$ cat config.mk
export PLATFORM = sky130hd
export DESIGN_NAME = cfgport_bridge
export DESIGN_NICKNAME = d
export VERILOG_FILES = /design/src/rtl/cfgport_pkg.sv /design/src/rtl/cfgport_decode.sv /design/src/rtl/cfgport_regs.sv /design/src/rtl/cfgport_xact.sv /design/src/rtl/cfgport_bridge.sv
export SDC_FILE = /design/constraint.sdc
export NUM_CORES = 1
export LEC_CHECK = 0
export ABC_AREA = 1
export CORE_MARGIN = 8
export CORE_UTILIZATION = 46
export DETAILED_ROUTE_END_ITERATION = 12
export PLACE_DENSITY_LB_ADDON = 0.3
export SYNTH_ARGS = -nofsm -noshare
export SYNTH_HDL_FRONTEND = slang
export SYNTH_SLANG_ARGS = --single-unit
$ cat constraint.sdc
create_clock -name clk -period 2.65 [get_ports clk]
set_clock_uncertainty 0.2 [all_clocks]
set_input_delay 0.53 -clock clk [delete_from_list [all_inputs] [get_ports clk]]
set_output_delay 0.53 -clock clk [all_outputs]
set_load 0.05 [all_outputs]
$ cat src/rtl/cfgport_pkg.sv
package cfgport_pkg;

   // register byte offsets
   localparam int unsigned OFS_RESET  = 32'h40;
   localparam int unsigned OFS_CLKSEL = 32'h44;
   localparam int unsigned OFS_CTL    = 32'h70;
   localparam int unsigned OFS_STAT   = 32'h74;

   // command word fields
   localparam int unsigned CTL_GO_BIT   = 29;
   localparam int unsigned CTL_RD_BIT   = 28;
   localparam int unsigned CTL_ADDR_LSB = 16;

   // status word fields
   localparam int unsigned STAT_BUSY_BIT = 16;

   localparam int unsigned BUS_DW = 32;

   typedef enum logic [2:0] {
      SEL_NONE,
      SEL_RST,
      SEL_CLK,
      SEL_CTL,
      SEL_STAT
   } regsel_e;

endpackage

$ cat src/rtl/cfgport_decode.sv
module cfgport_decode
   import cfgport_pkg::*;
#(
   parameter int unsigned ADDR_W = 8
) (
   input  logic [ADDR_W-1:0] addr,
   output regsel_e           sel
);

   always_comb begin
      if (addr == ADDR_W'(OFS_RESET))       sel = SEL_RST;
      else if (addr == ADDR_W'(OFS_CLKSEL)) sel = SEL_CLK;
      else if (addr == ADDR_W'(OFS_CTL))    sel = SEL_CTL;
      else if (addr == ADDR_W'(OFS_STAT))   sel = SEL_STAT;
      else                                  sel = SEL_NONE;
   end

endmodule

$ cat src/rtl/cfgport_regs.sv
module cfgport_regs
   import cfgport_pkg::*;
#(
   parameter int unsigned ADDR_W    = 8,
   parameter int unsigned SEL_W     = 1,
   parameter int unsigned DRP_AW    = 7,
   parameter int unsigned DRP_DW    = 16,
   parameter bit          REG_RDATA = 1'b1
) (
   input  logic              clk,
   input  logic              rst_n,
   input  logic [ADDR_W-1:0] bus_addr,
   input  logic              bus_wen,
   input  logic [BUS_DW-1:0] bus_wdata,
   input  logic              bus_ren,
   output logic [BUS_DW-1:0] bus_rdata,
   output logic              rel_o,
   output logic              ena_o,
   output logic [SEL_W-1:0]  ref_o,
   input  logic              busy,
   input  logic [DRP_DW-1:0] rd_data,
   output logic              start,
   output logic              start_rd,
   output logic [DRP_AW-1:0] start_addr,
   output logic [DRP_DW-1:0] start_data
);

   regsel_e            sel;
   logic               wr_rst, wr_clk, wr_ctl;
   logic               rel_q, ena_q;
   logic [SEL_W-1:0]   ref_q;
   logic               cmd_rd_q;
   logic [DRP_AW-1:0]  cmd_addr_q;
   logic [DRP_DW-1:0]  cmd_data_q;
   logic [BUS_DW-1:0]  rd_word;
   logic               wdata_unused;

   cfgport_decode #(.ADDR_W(ADDR_W)) u_dec (
      .addr (bus_addr),
      .sel  (sel)
   );

   assign wr_rst = bus_wen && (sel == SEL_RST);
   assign wr_clk = bus_wen && (sel == SEL_CLK);
   assign wr_ctl = bus_wen && (sel == SEL_CTL);

   assign start      = wr_ctl && bus_wdata[CTL_GO_BIT] && !busy;
   assign start_rd   = bus_wdata[CTL_RD_BIT];
   assign start_addr = bus_wdata[CTL_ADDR_LSB +: DRP_AW];
   assign start_data = bus_wdata[DRP_DW-1:0];

   assign wdata_unused = ^bus_wdata;

   always_ff @(posedge clk) begin
      if (!rst_n) begin
         rel_q      <= 1'b0;
         ena_q      <= 1'b0;
         ref_q      <= '0;
         cmd_rd_q   <= 1'b0;
         cmd_addr_q <= '0;
         cmd_data_q <= '0;
      end else begin
         if (wr_rst) begin
            rel_q <= bus_wdata[0];
            ena_q <= bus_wdata[1];
         end
         if (wr_clk) begin
            ref_q <= bus_wdata[SEL_W-1:0];
         end
         if (start) begin
            cmd_rd_q   <= start_rd;
            cmd_addr_q <= start_addr;
            cmd_data_q <= start_data;
         end
      end
   end

   assign rel_o = rel_q;
   assign ena_o = ena_q;
   assign ref_o = ref_q;

   always_comb begin
      rd_word = '0;
      case (sel)
         SEL_RST: begin
            rd_word[0] = rel_q;
            rd_word[1] = ena_q;
         end
         SEL_CLK: begin
            rd_word[SEL_W-1:0] = ref_q;
         end
         SEL_CTL: begin
            rd_word[CTL_RD_BIT]                = cmd_rd_q;
            rd_word[CTL_ADDR_LSB +: DRP_AW]    = cmd_addr_q;
            rd_word[DRP_DW-1:0]                = cmd_data_q;
         end
         SEL_STAT: begin
            rd_word[STAT_BUSY_BIT] = busy;
            rd_word[DRP_DW-1:0]    = rd_data;
         end
         default: rd_word = '0;
      endcase
   end

   generate
      if (REG_RDATA) begin : g_rd_flop
         logic [BUS_DW-1:0] rdata_q;
         always_ff @(posedge clk) begin
            if (!rst_n) begin
               rdata_q <= '0;
            end else if (bus_ren) begin
               rdata_q <= rd_word;
            end
         end
         assign bus_rdata = rdata_q;
      end else begin : g_rd_comb
         assign bus_rdata = bus_ren ? rd_word : '0;
      end
   endgenerate

endmodule

$ cat src/rtl/cfgport_xact.sv
module cfgport_xact #(
   parameter int unsigned DRP_AW = 7,
   parameter int unsigned DRP_DW = 16
) (
   input  logic              clk,
   input  logic              rst_n,
   input  logic              start,
   input  logic              start_rd,
   input  logic [DRP_AW-1:0] start_addr,
   input  logic [DRP_DW-1:0] start_data,
   input  logic [DRP_DW-1:0] cfg_do,
   input  logic              cfg_rdy,
   output logic              busy,
   output logic              rd_pend,
   output logic [DRP_DW-1:0] rd_data,
   output logic              cfg_en,
   output logic              cfg_we,
   output logic [DRP_AW-1:0] cfg_addr,
   output logic [DRP_DW-1:0] cfg_di
);

   logic              busy_q, pend_q, en_q, we_q;
   logic [DRP_AW-1:0] addr_q;
   logic [DRP_DW-1:0] di_q, rdat_q;

   always_ff @(posedge clk) begin
      if (!rst_n) begin
         busy_q <= 1'b0;
         pend_q <= 1'b0;
         en_q   <= 1'b0;
         we_q   <= 1'b0;
         addr_q <= '0;
         di_q   <= '0;
         rdat_q <= '0;
      end else begin
         en_q <= start;
         if (start) begin
            busy_q <= 1'b1;
            pend_q <= start_rd;
            we_q   <= !start_rd;
            addr_q <= start_addr;
            di_q   <= start_data;
         end else if (busy_q && cfg_rdy) begin
            busy_q <= 1'b0;
            pend_q <= 1'b0;
            if (pend_q) begin
               rdat_q <= cfg_do;
            end
         end
      end
   end

   assign busy     = busy_q;
   assign rd_pend  = pend_q;
   assign rd_data  = rdat_q;
   assign cfg_en   = en_q;
   assign cfg_we   = we_q;
   assign cfg_addr = addr_q;
   assign cfg_di   = di_q;

endmodule

$ cat src/rtl/cfgport_bridge.sv
module cfgport_bridge
   import cfgport_pkg::*;
#(
   parameter int unsigned ADDR_W    = 8,
   parameter int unsigned SEL_W     = 1,
   parameter int unsigned DRP_AW    = 7,
   parameter int unsigned DRP_DW    = 16,
   parameter bit          REG_RDATA = 1'b1
) (
   input  logic              clk,
   input  logic              rst_n,
   input  logic [ADDR_W-1:0] bus_addr,
   input  logic              bus_wen,
   input  logic [31:0]       bus_wdata,
   input  logic              bus_ren,
   output logic [31:0]       bus_rdata,
   output logic              synth_rst_release,
   output logic              synth_enable,
   output logic [SEL_W-1:0]  ref_sel,
   output logic              cfg_en,
   output logic              cfg_we,
   output logic [DRP_AW-1:0] cfg_addr,
   output logic [DRP_DW-1:0] cfg_di,
   input  logic [DRP_DW-1:0] cfg_do,
   input  logic              cfg_rdy
);

   generate
      if (ADDR_W < 7 || ADDR_W > 32) begin : g_bad_addr
         $error("cfgport_bridge: ADDR_W must cover offset 0x74 and fit 32 bits");
      end
      if (DRP_AW < 1 || DRP_AW > 12) begin : g_bad_aw
         $error("cfgport_bridge: DRP_AW must lie in 1..12");
      end
      if (DRP_DW < 1 || DRP_DW > 16) begin : g_bad_dw
         $error("cfgport_bridge: DRP_DW must lie in 1..16");
      end
      if (SEL_W < 1 || SEL_W > 16) begin : g_bad_sel
         $error("cfgport_bridge: SEL_W must lie in 1..16");
      end
   endgenerate

   logic              busy_w, pend_w, start_w, start_rd_w;
   logic [DRP_AW-1:0] start_addr_w;
   logic [DRP_DW-1:0] start_data_w, rd_data_w;

   cfgport_regs #(
      .ADDR_W    (ADDR_W),
      .SEL_W     (SEL_W),
      .DRP_AW    (DRP_AW),
      .DRP_DW    (DRP_DW),
      .REG_RDATA (REG_RDATA)
   ) u_regs (
      .clk        (clk),
      .rst_n      (rst_n),
      .bus_addr   (bus_addr),
      .bus_wen    (bus_wen),
      .bus_wdata  (bus_wdata),
      .bus_ren    (bus_ren),
      .bus_rdata  (bus_rdata),
      .rel_o      (synth_rst_release),
      .ena_o      (synth_enable),
      .ref_o      (ref_sel),
      .busy       (busy_w),
      .rd_data    (rd_data_w),
      .start      (start_w),
      .start_rd   (start_rd_w),
      .start_addr (start_addr_w),
      .start_data (start_data_w)
   );

   cfgport_xact #(
      .DRP_AW (DRP_AW),
      .DRP_DW (DRP_DW)
   ) u_xact (
      .clk        (clk),
      .rst_n      (rst_n),
      .start      (start_w),
      .start_rd   (start_rd_w),
      .start_addr (start_addr_w),
      .start_data (start_data_w),
      .cfg_do     (cfg_do),
      .cfg_rdy    (cfg_rdy),
      .busy       (busy_w),
      .rd_pend    (pend_w),
      .rd_data    (rd_data_w),
      .cfg_en     (cfg_en),
      .cfg_we     (cfg_we),
      .cfg_addr   (cfg_addr),
      .cfg_di     (cfg_di)
   );

endmodule

==> qor.csv, run 1 <==
metric;value;unit
run status;finished, final reports clean;
Post-DRT Antenna Nets;0;
Worst-Skew Late Latency;340;ps
ranking of synthesized cells by area;dfxtp_1 (48%), inv_1 (8.1%), a21oi_1 (6.6%);
Slew HR;52.40;%
unrepaired setup endpoints after global routing;false;
MaxCap Viol Count;0;
cells after synthesis;383;
CTS tree;done;
syn_area_per_cell;7.772;µm²
RD Place Congestion;0.7456;
Crit. End Element;output pin;
largest net degree at the start of global routing;52;
Final Slew Violations;0;
Worst-Margin Slew;713.3;ps
most frequent cells after synthesis;dfxtp_1 (71), inv_1 (64), nor2_1 (40);
synth warn;0;
FF+latch count, synth;71;
clock buffer depth;2;
Max Clk Rate;440.2;MHz
# diodes;0;
Leak;1.651;nW
Most used DFF post-synth;dfxtp_1;
CP max stage delay;830;ps
EDFF count, synth;0;
Hold WC Path Type;flip-flop to flip-flop;
CTS root buffer;clkbuf_8;
multi-input logic area;1137;µm²
sequential cell area;1421;µm²
pwr dens;538.7;nW/µm²
Initial DRC Count;103;
Synth Cell Area;2977;µm²
Final nets;543;
initial core utilization;47.15;%
wire length per cell;14.35;µm
Core Area;6314;µm²
post-route DRC violation count;0;
post-synth cell types;25;
Vias/cell;4.908;
setup ws final;378.4;ps
antenna violations before repair;0;
I/O Buffers;105;
Row Count;29;
endpoints failing hold;0;
Seq/Total Area, Yosys;47.75;%
routed vias;2768;
area added between synthesis and finish;41.49;%
total global routing overflow;0;
CTS sink cnt;71;
gr usage total;17.66;%
critical path cell sequence;clkdlybuf4s50_1;
htree depth;3;
Period minus WS final;2272;ps
number of global-route vias before repair;2735;
TritonCTS Buffers;9;
layout cells sized above 1;10.88;%
hold-fix buffer count after cts;0;
Worst Path Required;1920;ps
area leader, netlist;dfxtp_1;
drt total wl;8.095;mm
count leader, synth;dfxtp_1;
Max FO, Critical Path;3;
Async SR Flop Fraction;0;%
Worst Setup Path Type;flip-flop to output pin;
Final Cycle Share;85.72;%
Setup TNS;0;ps
Setup-failing EPs final;0;
WP data arrival;1540;ps
delay-heaviest family, CP;buffers and inverters;
Filler cells;573;
VDD IR-drop max;0.4586;mV
Buf/Inv on CP;1;
first-pass GRT wire length;12.75;mm
Reg clk slew, reported paths;80;ps
Critical Path Start Type;flip-flop;
post-place setup slack;105.0;ps
Slowest cell on crit path;clkdlybuf4s50_1;
# resized after CTS;0;
Post-CTS Setup Inserts;0;
I/O pin total;121;
die height;96.44;µm
die area;9301;µm²
Die X;96.44;µm
DR pass1 iterations;5;
share of the synthesized area in the top cell type;47.75;%
DP Wirelength;5.824;mm
-- final timing paths --
check	startpoint	to	slack [ps]	cells after the start
max	u_xact.cfg_addr[6]	cfg_addr[6]	380	1
min	u_xact.cfg_we	u_xact.cfg_we	250	2
max reg2reg	u_xact.busy	u_xact.cfg_addr[3]	900	6
min reg2reg	u_xact.cfg_we	u_xact.cfg_we	250	2
-- state kept, by name, indices dropped and copies added, names as in the netlist --
name,count
u_xact.cfg_we,1
u_regs.cmd_rd_q,1
u_regs.ref_o,1
u_xact.rd_data,16
u_xact.busy,1
u_regs.ena_o,1
u_regs.bus_rdata,24
u_regs.rel_o,1
u_xact.cfg_en,1
u_xact.cfg_di,16
u_xact.cfg_addr,7
u_xact.rd_pend,1
-- report_power, final --
group	internal [mW]	total, mW	switching, mW
clock	0.484	0.881	0.397
sequential	1.08	1.09	0.00858
combinational	0.124	0.295	0.171
-- placed cells by master (no fill, tap or decap), drive strengths merged --
cell | synthesis | routed
a21oi | 52 | 52
buf | 16 | 6
bufinv | 0 | 1
clkbuf | 13 | 11
clkdlybuf4s50 | 0 | 104
clkinv | 0 | 3
clkinvlp | 0 | 1
conb | 1 | 8
dfxtp | 71 | 71
inv | 70 | 70
nand2 | 26 | 26
nand3 | 9 | 9
nor2 | 43 | 43
o211ai | 1 | 1
o21ai | 66 | 66
o22ai | 15 | 15
-- per-stage QoR --
| step | total power, mW | cells | area [µm²] | hold WS, ps | utilization (%) |
|---|---|---|---|---|---|
| 6_report | 2.269 | 564 | 4212 | 252.8 | 66.71 |
| 5_1_grt | 2.351 | 564 | 4212 | 278.7 | 66.71 |
| 4_1_cts | 2.289 | 564 | 4212 | 250.8 | 66.71 |
| 3_5_place_dp | 1.412 | 548 | 4004 | 235.2 | 63.42 |
| 3_3_place_gp | 1.408 | 548 | 4004 | 229.8 | 63.42 |
| 2_1_floorplan | 1.287 | 390 | 3003 | 224.0 | - |
-- final cells by class --
type / instances / area share [%]
clock inverters: 5 / 1.337
inverters: 70 / 6.298
repair buffers: 110 / 25.73
multi-input cells: 220 / 27.01
well taps: 77 / 2.288
flip-flops and latches: 71 / 33.75
clock buffers: 11 / 3.595
-- cell families (layout without fill, tap and decap cells) --
kind of cell	Yosys count	after routing	share of synthesized area, %
other cells	1	8	0.1260
simple gates	78	78	11.94
compound gates	134	134	25.26
buf+inv	99	196	14.92
flops	71	71	47.75
-- layer usage --
| layer | GRT usage (%) | wire [µm] | vias to the layer above |
|---|---|---|---|
| met5 | 0 | 0 | - |
| met4 | 6.431 | 99 | 0 |
| met3 | 5.873 | 694 | 9 |
| met2 | 30.33 | 3938 | 80 |
| met1 | 19.93 | 3362 | 1266 |
| li1 | - | - | 1413 |
Power figures use the tool's default switching activity.
==> run 2, diff against run 1 <==
--- a/config.mk
+++ b/config.mk
@@ -9,6 +9,7 @@
 export CORE_MARGIN = 8
 export CORE_UTILIZATION = 46
 export DETAILED_ROUTE_END_ITERATION = 12
+export HOLD_SLACK_MARGIN = 0.03
 export PLACE_DENSITY_LB_ADDON = 0.3
 export SYNTH_ARGS = -nofsm -noshare
 export SYNTH_HDL_FRONTEND = slang
==> results of run 2 <==
Final layout, timing and power as in run 1 (identical DEF).
